[config.mk]
export PLATFORM = sky130hd
export DESIGN_NAME = ecc_chunk_check
export DESIGN_NICKNAME = d
export VERILOG_FILES = /design/src/rtl/ecc_chk_pkg.sv /design/src/rtl/ecc_popcount.sv /design/src/rtl/ecc_syndrome_classify.sv /design/src/rtl/ecc_byte_fixup.sv /design/src/rtl/ecc_chunk_check.sv
export SDC_FILE = /design/constraint.sdc
export NUM_CORES = 1
export LEC_CHECK = 0
export BUFFER_PORTS_ARGS = -buffer_cell sky130_fd_sc_hd__buf_2
export CORE_ASPECT_RATIO = 1.2
export CORE_MARGIN = 1.5
export CORE_UTILIZATION = 50
export DETAILED_ROUTE_END_ITERATION = 10
export PLACE_DENSITY = 0.9
export SLEW_MARGIN = 15
export SYNTH_ARGS = -nofsm -noshare
export SYNTH_HDL_FRONTEND = slang
export SYNTH_SLANG_ARGS = --single-unit
[constraint.sdc]
create_clock -name clk -period 2.4 [get_ports clk]
set_clock_uncertainty 0.1 [all_clocks]
set_input_delay 0.24 -clock clk [delete_from_list [all_inputs] [get_ports clk]]
set_output_delay 0.24 -clock clk [all_outputs]
set_load 0.01 [all_outputs]
[src/rtl/ecc_chk_pkg.sv]
package ecc_chk_pkg;
    localparam int HALF_W  = 11;
    localparam int BIT_W   = 3;
    localparam int BYTE_W  = HALF_W - BIT_W;
    localparam int CODE_W  = 24;
    localparam int ONES_W  = $clog2(CODE_W + 1);

    typedef enum logic [1:0] {
        ST_CLEAN    = 2'd0,
        ST_FIXED    = 2'd1,
        ST_CODE_BAD = 2'd2,
        ST_FATAL    = 2'd3
    } ecc_status_e;

    typedef struct packed {
        ecc_status_e         status;
        logic [BYTE_W-1:0]   byte_idx;
        logic [BIT_W-1:0]    bit_pos;
    } ecc_verdict_t;
endpackage

[src/rtl/ecc_popcount.sv]
module ecc_popcount #(
    parameter int W   = 24,
    parameter int O_W = $clog2(W + 1)
) (
    input  logic [W-1:0]   vec,
    output logic [O_W-1:0] ones
);
    always_comb begin
        ones = '0;
        for (int i = 0; i < W; i++) begin
            ones = ones + O_W'(vec[i]);
        end
    end
endmodule

[src/rtl/ecc_syndrome_classify.sv]
module ecc_syndrome_classify
    import ecc_chk_pkg::*;
(
    input  logic [CODE_W-1:0] calc,
    input  logic [CODE_W-1:0] stored,
    output ecc_verdict_t      verdict
);
    logic [CODE_W-1:0] syn;
    logic [ONES_W-1:0] syn_ones;
    logic [HALF_W-1:0] calc_fold;
    logic [HALF_W-1:0] stored_fold;
    logic [HALF_W-1:0] pair_mix;

    assign syn = calc ^ stored;

    ecc_popcount #(.W(CODE_W), .O_W(ONES_W)) u_count (
        .vec  (syn),
        .ones (syn_ones)
    );

    always_comb begin
        calc_fold   = calc[HALF_W-1:0] ^ calc[2*HALF_W-1:HALF_W];
        stored_fold = stored[HALF_W-1:0] ^ stored[2*HALF_W-1:HALF_W];
        pair_mix    = calc_fold ^ stored_fold;

        verdict = '{status: ST_CLEAN, byte_idx: '0, bit_pos: '0};
        if (syn == '0 || calc == '0 || stored == '0) begin
            verdict.status = ST_CLEAN;
        end else if (syn_ones == ONES_W'(1)) begin
            verdict.status = ST_CODE_BAD;
        end else if (syn_ones == ONES_W'(HALF_W) && pair_mix == '1) begin
            verdict.status   = ST_FIXED;
            verdict.bit_pos  = syn[BIT_W-1:0];
            verdict.byte_idx = syn[HALF_W-1:BIT_W];
        end else begin
            verdict.status = ST_FATAL;
        end
    end
endmodule

[src/rtl/ecc_byte_fixup.sv]
module ecc_byte_fixup
    import ecc_chk_pkg::*;
(
    input  ecc_verdict_t      verdict,
    input  logic [BYTE_W-1:0] idx,
    input  logic [7:0]        byte_in,
    output logic [7:0]        byte_out
);
    logic [7:0] flip_mask;
    logic       hit;

    assign hit = (verdict.status == ST_FIXED) && (idx == verdict.byte_idx);

    for (genvar b = 0; b < 8; b++) begin : g_mask
        assign flip_mask[b] = hit && (verdict.bit_pos == BIT_W'(b));
    end

    assign byte_out = byte_in ^ flip_mask;
endmodule

[src/rtl/ecc_chunk_check.sv]
module ecc_chunk_check
    import ecc_chk_pkg::*;
(
    input  logic                  clk,
    input  logic                  rst_n,
    input  logic                  in_valid,
    output logic                  in_ready,
    input  logic                  wide_page,
    input  logic [CODE_W-1:0]     calc_code,
    input  logic [CODE_W-1:0]     stored_code,
    output logic                  out_valid,
    output logic [1:0]            out_status,
    output logic                  out_chunk,
    output logic [BYTE_W-1:0]     fail_byte,
    output logic [BIT_W-1:0]      fail_bit,
    input  logic [BYTE_W-1:0]     fix_idx,
    input  logic [7:0]            fix_byte_in,
    output logic [7:0]            fix_byte_out
);
    typedef struct packed {
        logic         ready;
        logic         pulse;
        logic         next_chunk;
        logic         chunk;
        ecc_verdict_t verdict;
    } ctl_t;

    ctl_t         ctl_d, ctl_q;
    ecc_verdict_t verdict_now;
    logic         accept;

    assign accept = in_valid && ctl_q.ready;

    ecc_syndrome_classify u_cls (
        .calc    (calc_code),
        .stored  (stored_code),
        .verdict (verdict_now)
    );

    always_comb begin
        ctl_d       = ctl_q;
        ctl_d.ready = 1'b1;
        ctl_d.pulse = accept;
        if (accept) begin
            ctl_d.verdict    = verdict_now;
            ctl_d.chunk      = wide_page ? ctl_q.next_chunk : 1'b0;
            ctl_d.next_chunk = wide_page ? ~ctl_q.next_chunk : 1'b0;
        end
    end

    always_ff @(posedge clk or negedge rst_n) begin
        if (!rst_n) begin
            ctl_q <= '{ready: 1'b0, pulse: 1'b0, next_chunk: 1'b0, chunk: 1'b0,
                       verdict: '{status: ST_CLEAN, byte_idx: '0, bit_pos: '0}};
        end else begin
            ctl_q <= ctl_d;
        end
    end

    ecc_byte_fixup u_fix (
        .verdict  (ctl_q.verdict),
        .idx      (fix_idx),
        .byte_in  (fix_byte_in),
        .byte_out (fix_byte_out)
    );

    assign in_ready   = ctl_q.ready;
    assign out_valid  = ctl_q.pulse;
    assign out_status = ctl_q.verdict.status;
    assign out_chunk  = ctl_q.chunk;
    assign fail_byte  = ctl_q.verdict.byte_idx;
    assign fail_bit   = ctl_q.verdict.bit_pos;

    // Verdict pulse follows each handshake by one cycle
    assert_pulse_after_accept_R6: assert property (@(posedge clk) disable iff (!rst_n)
        (in_valid && in_ready) |=> out_valid);
    assert_no_spurious_pulse_R6: assert property (@(posedge clk) disable iff (!rst_n)
        !(in_valid && in_ready) |=> !out_valid);
    assert_result_held_R6: assert property (@(posedge clk) disable iff (!rst_n)
        !(in_valid && in_ready) |=> ($stable(out_status) && $stable(fail_byte)
                                     && $stable(fail_bit) && $stable(out_chunk)));
    // Location fields only carry meaning for a corrected verdict
    assert_location_zero_R9: assert property (@(posedge clk) disable iff (!rst_n)
        (out_status != 2'd1) |-> (fail_byte == '0 && fail_bit == '0));
    // Fix-up flips at most one bit, and none unless corrected
    assert_fix_one_bit_R7: assert property (@(posedge clk) disable iff (!rst_n)
        $countones(fix_byte_out ^ fix_byte_in) <= 1);
    assert_fix_passthrough_R3: assert property (@(posedge clk) disable iff (!rst_n)
        (out_status != 2'd1) |-> (fix_byte_out == fix_byte_in));
    // Narrow pages always report chunk zero
    assert_narrow_chunk_R8: assert property (@(posedge clk) disable iff (!rst_n)
        (in_valid && in_ready && !wide_page) |=> (out_chunk == 1'b0));
    // Two wide-page handshakes in a row land in opposite chunks
    assert_wide_alternate_R8: assert property (@(posedge clk) disable iff (!rst_n)
        (in_valid && in_ready && wide_page && out_valid && $past(wide_page))
            |=> (out_chunk != $past(out_chunk)));
endmodule

==> results.toml, run 1 <==
[sta]
hold_viol = 0
period_needed_ns = 4.905
rsz0062_at_grt = "true"
fmax_mhz = 203.9
drv_slew = 0
setup_viol = 13
worst_slack_ns = -2.505
period_share = 2.044

[final_layout]
layout_common_cells = "88 x buf_2, 40 x buf_4, 22 x xnor2_1"
ff_latch_area_um2 = 425.4
drive_gt1_frac = 0.5089
final_cells = 392
n_fill_cell = 261
diodes = 0
multi_input_area_um2 = 1617
layout_commonest_cell = "buf_2"
syn2layout_area_growth_pct = 47.45
nets = 431

[clock_tree]
cts_buffers = 3
clk_latency_ns = 0.24
cts_tree = "yes"
cts-root-buf = "clkbuf_8"
clkSinkCount = 17
ctsLongestPathBuffers = 2
clk_pin_slew_ns = 0.06
htreeDepth = 1

[setup_path]
worstSetupPathType = "in -> reg"
rrSetupSlack_ns = 0.52
worstReg2RegEnd = "fail_byte[5]"
r2r_cells = 8
rr_startpoint = "in_ready"
cp_data_arrival_time_ns = 4.97
critPathMaxFanout = 5
cp-startpoint = "stored_code[9]"
startpoint_type = "input pin"
crit_path_end_kind = "register"
cp.required_ns = 2.46

[pwr]
leakage_nw = 1.485
power_density_nw_per_um2 = 1054
worst_ir_drop_vdd_mv = 0.9355

[grt]
busiest_layer = "met2"
use_met2 = 0.5404
grt.met1_usage = 0.2841
grt_max_degree = 18
antenna_found_initial = 0
use_met3 = 0.02465
grt_pass1_vias = 2118
grt-ovfl-total = 0
grt_usage = 0.2793
grt_pass1_wl_mm = 9.294

[logic_synthesis]
syn_inst = 217
synthArstFlopShare = 1.000
ys_warn_count = 0
syn_nets = 309
yosysSeqAreaShare = 0.2066
synth_ff_type = "dfrtp_1"
syn-cell-area_um2 = 2059
synth_edf_count = 0
synth_seq_cells = 17
syn_area_per_cell_um2 = 9.491
ys_types = 29

[drt]
first_iter_violations = 75
drc_errors = 0
ant_nets = 0
drt_first_pass_iters = 4
vias = 2098
vias_per_cell = 5.352
routed_wl_mm = 6.092
wl_per_cell_um = 15.54

[placement]
place_inst = 378
numPortBuffers = 91
dp_hpwl_mm = 4.928
place.gp.congestion = 0.9418
pre_cts_slack_ns = -2.779

[min_path]
hold_path_depth = 3
min-delay-start = "wide_page"
hold_path_class = "in -> reg"
whs_endpoint = "ctl_q[14]"

[floorplanning]
placementRows = 25
coreArea_um2 = 3941
die_w_um = 61.59
dieArea_um2 = 4514
start_util = 0.5225
fp.dieH_um = 73.31
ios = 92

[run_status]
violations = "negative setup slack"
status = "complete, but fails checks"

[run]
drv_cap = 0
logic make-up (layout without fill, tap and decap cells):
group           after synthesis  after routing  synth area share
compound gates               22             22           0.06076
xor+xnor                     52             52            0.2576
fa+ha+maj                    24             24            0.2078
buf+inv                      36            157           0.09052
flops                        17             17            0.2066
other cells                   1              1          0.001821
simple gates                 65             65            0.1750
sequential cells by signal (all words and copies together), names as in the netlist:
name,flops
ctl_q,1
fail_bit,3
fail_byte,8
in_ready,1
out_chunk,1
out_status,2
out_valid,1
worst max-delay path by stage:
stage	to	depth (start not counted)	slack [ns]
global placement	fail_byte[6]	20	-2.57
global route	fail_byte[5]	20	-2.64
finish	fail_byte[5]	20	-2.50
floorplan	fail_byte[3]	19	-2.32
CTS	fail_bit[2]	20	-2.41
detailed placement	fail_byte[1]	20	-2.78
where the power goes:
| group | total (mW) | internal, mW | switching (mW) |
|---|---|---|---|
| clock | 0.199 | 0.117 | 0.0818 |
| combinational | 2.69 | 1.40 | 1.29 |
| sequential | 0.316 | 0.304 | 0.0119 |
cell usage after synthesis (all sizes together) (7+ instances only):
master  instances  area [um^2]
xnor2          41        434.2
nand2          20        75.07
inv            19        71.32
dfrtp          17        425.4
fa             17        340.3
buf            15        107.6
nor4           14        87.58
o21ai          14        70.07
xor2           11        96.34
nand4          10        62.56
ha              7        87.58
critical path, stage by stage:
cell and delay [ns]:
buf_8 0.10, xnor2_4 0.17, inv_2 0.07, fa_1 0.55
inv_1 0.06, fa_1 0.50, fa_1 0.45, fa_1 0.50
inv_1 0.05, fa_1 0.48, ha_2 0.19, inv_2 0.04
fa_2 0.34, nor3b_2 0.15, a21oi_1 0.07, nor3b_2 0.20
nor4b_4 0.24, nand4_1 0.23, buf_6 0.22, o21ai_1 0.12
stage by stage:
stage,hold WS (ns),cell area [um^2],setup TNS [ns],utilization,power (mW)
after floorplan,-0.1556,2140,-29.53,-,1.883
after detailed placement,0.06653,2789,-35.30,0.7076,2.590
after global placement,0.06192,2789,-32.79,0.7076,2.424
final,0.1527,3037,-31.60,0.7705,3.201
after global routing,0.1646,3037,-33.30,0.7705,3.517
after CTS,0.1551,2940,-30.59,0.7460,2.974
layer usage:
layer / part of all wire / routed length (um) / vias up
met1: 0.34 / 2060 / 986
met2: 0.55 / 3335 / 115
met3: 0.060 / 367 / 30
met5: 0 / 0 / -
met4: 0.054 / 328 / 0
li1: - / - / 967
repair_timing:
item,in CTS,in global routing
resized for setup,14,14
gates cloned,1,0
setup endpoints to repair,13,18
setup buffers,4,4
pin swaps,8,3
hold endpoints to repair,17,0
hold buffers,1,0
layout make-up:
class,instances,share of cell area
multi-input combinational,164,0.5323
timing repair buffer,134,0.2670
sequential,17,0.1401
inverter,19,0.02349
tap,54,0.02225
clock buffer,4,0.01483
Note: power is estimated with default switching activity, not from simulation.
==> run 2, diff against run 1 <==
TNS_END_PERCENT = 50   (was default)
==> results.toml, run 2 (synthesis results as in run 1) <==
[drt]
first_iter_violations = 34
routed_wl_mm = 6.370
wl_per_cell_um = 16.46
drt_first_pass_iters = 4
vias = 2123
ant_nets = 0
vias_per_cell = 5.486
drc_errors = 0

[setup_path]
crit_family = "adder cells"
cp.required_ns = 2.48
crit_path_end_kind = "register"
slowest_stage = "fa_1"
crit_path_cell_trace = "buf_2, xnor2_2, inv_1, fa_1, inv_1, fa_1, fa_1, fa_1, inv_1, fa_1, ha_2, inv_2, fa_2, nor3b_2, a21oi_1, nor3b_2, nor4b_4, nand4_1, buf_6, o21ai_1"
startpoint_type = "input pin"
worstSetupPathType = "in -> reg"
cp_common_cell = "fa_1"
critPathMaxStageDelay_ns = 0.54
critPathMaxFanout = 6
crit_buf_inv = 6
cp_data_arrival_time_ns = 5.06

[min_path]
hold_path_class = "in -> reg"

[placement]
place.gp.congestion = 0.9532
numPortBuffers = 91
place_inst = 376
dp_hpwl_mm = 4.813

[pwr]
leakage_nw = 1.458
power_density_nw_per_um2 = 965.3
worst_ir_drop_vdd_mv = 1.175

[run_status]
status = "complete, but fails checks"
violations = "negative setup slack"

[grt]
grt_pass1_wl_mm = 9.190
grt-ovfl-total = 0
antenna_found_initial = 0
grt_pass1_vias = 2134
grt_max_degree = 18
grt_usage = 0.2793

[sta]
worst_slack_ns = -2.578
hold_viol = 0
period_share = 2.074
fmax_mhz = 200.9
setup_viol = 13
drv_slew = 0
period_needed_ns = 4.978
rsz0062_at_grt = "true"

[clock_tree]
clk_pin_slew_ns = 0.06
htreeDepth = 1
cts-root-buf = "clkbuf_8"
ctsLongestPathBuffers = 2
cts_tree = "yes"
cts_buffers = 3
clk_latency_ns = 0.25
clkSinkCount = 17

[floorplanning]
placementRows = 25
fp.dieH_um = 73.31
die_w_um = 61.59
dieArea_um2 = 4514
coreArea_um2 = 3941
start_util = 0.5225
ios = 92

[final_layout]
post-route-util = 0.7606
diodes = 0
layout_commonest_cell = "buf_2"
drive_gt1_frac = 0.5045
syn2layout_area_growth_pct = 45.57
layout_common_cells = "88 x buf_2, 35 x buf_4, 23 x xnor2_1"
largest_reg_flops = 8
nets = 426
final_cells = 387

[run]
drv_cap = 0
==> run 2: cell count changes in the layout (fill, tap and decap cells not counted), sizes merged <==
cell,before,now
buf,133,128
==> run 2: cell type report <==
| class | count | area, um^2 |
|---|---|---|
| multi-input combinational | 164 | 1615 |
| fill | 250 | 943.4 |
| timing repair buffer | 129 | 773.2 |
| sequential | 17 | 425.4 |
| inverter | 19 | 71.32 |
| tap | 54 | 67.56 |
| clock buffer | 4 | 45.04 |
==> run 2: tightest hold or removal path, delay by kind of cell <==
family	cells	cell delay, ns
buffers and inverters	1	0.10
AOI/OAI and AO/OA	1	0.06
and+or+nand+nor	1	0.04
==> run 2: what timing repair did <==
| item | CTS | global route |
|---|---|---|
| buffers inserted | 3 | 2 |
| setup endpoints to repair | 13 | 19 |
| hold buffers | 1 | 0 |
| resized for setup | 19 | 10 |
| pin swaps | 6 | 1 |
| hold endpoints to repair | 17 | 0 |
| cloned | 1 | 0 |
==> run 2: through the flow <==
stage | area [um^2] | hold slack, ns | setup TNS (ns) | total power, mW | worst slack [ns]
floorplan | 2140 | -0.1556 | -29.60 | 1.893 | -2.322
global placement | 2774 | 0.06106 | -32.77 | 2.294 | -2.580
detailed placement | 2774 | 0.06608 | -35.46 | 2.460 | -2.861
CTS | 2937 | 0.1376 | -30.37 | 2.821 | -2.384
global route | 2998 | 0.1486 | -34.45 | 3.168 | -2.725
finish | 2998 | 0.1362 | -32.63 | 2.894 | -2.578
==> run 2: worst paths after layout <==
check	from	end	slack (ns)	depth (start not counted)
worst max-delay path	stored_code[5]	fail_byte[7]	-2.58	20
worst min-delay path	wide_page	ctl_q[14]	0.14	3
max in group asynchronous	rst_n	in_ready	1.60	2
worst min register to register	out_chunk	out_chunk	0.40	2
worst max register to register	in_ready	fail_byte[7]	0.73	7
min in group asynchronous	rst_n	out_chunk	0.34	2
==> run 2: where the power goes <==
group / internal [mW] / switching, mW / leakage, nW
registers: 0.304 / 0.0127 / 0.227
clock network: 0.118 / 0.0921 / 0.0228
logic: 1.18 / 1.19 / 1.21
==> run 2: per-layer routing <==
| layer | GRT usage | routed length (um) | vias up |
|---|---|---|---|
| li1 | - | - | 959 |
| met1 | 0.2713 | 1997 | 982 |
| met5 | 0 | 0 | - |
| met2 | 0.5345 | 3473 | 141 |
| met3 | 0.03169 | 427 | 41 |
| met4 | 0.1631 | 471 | 0 |
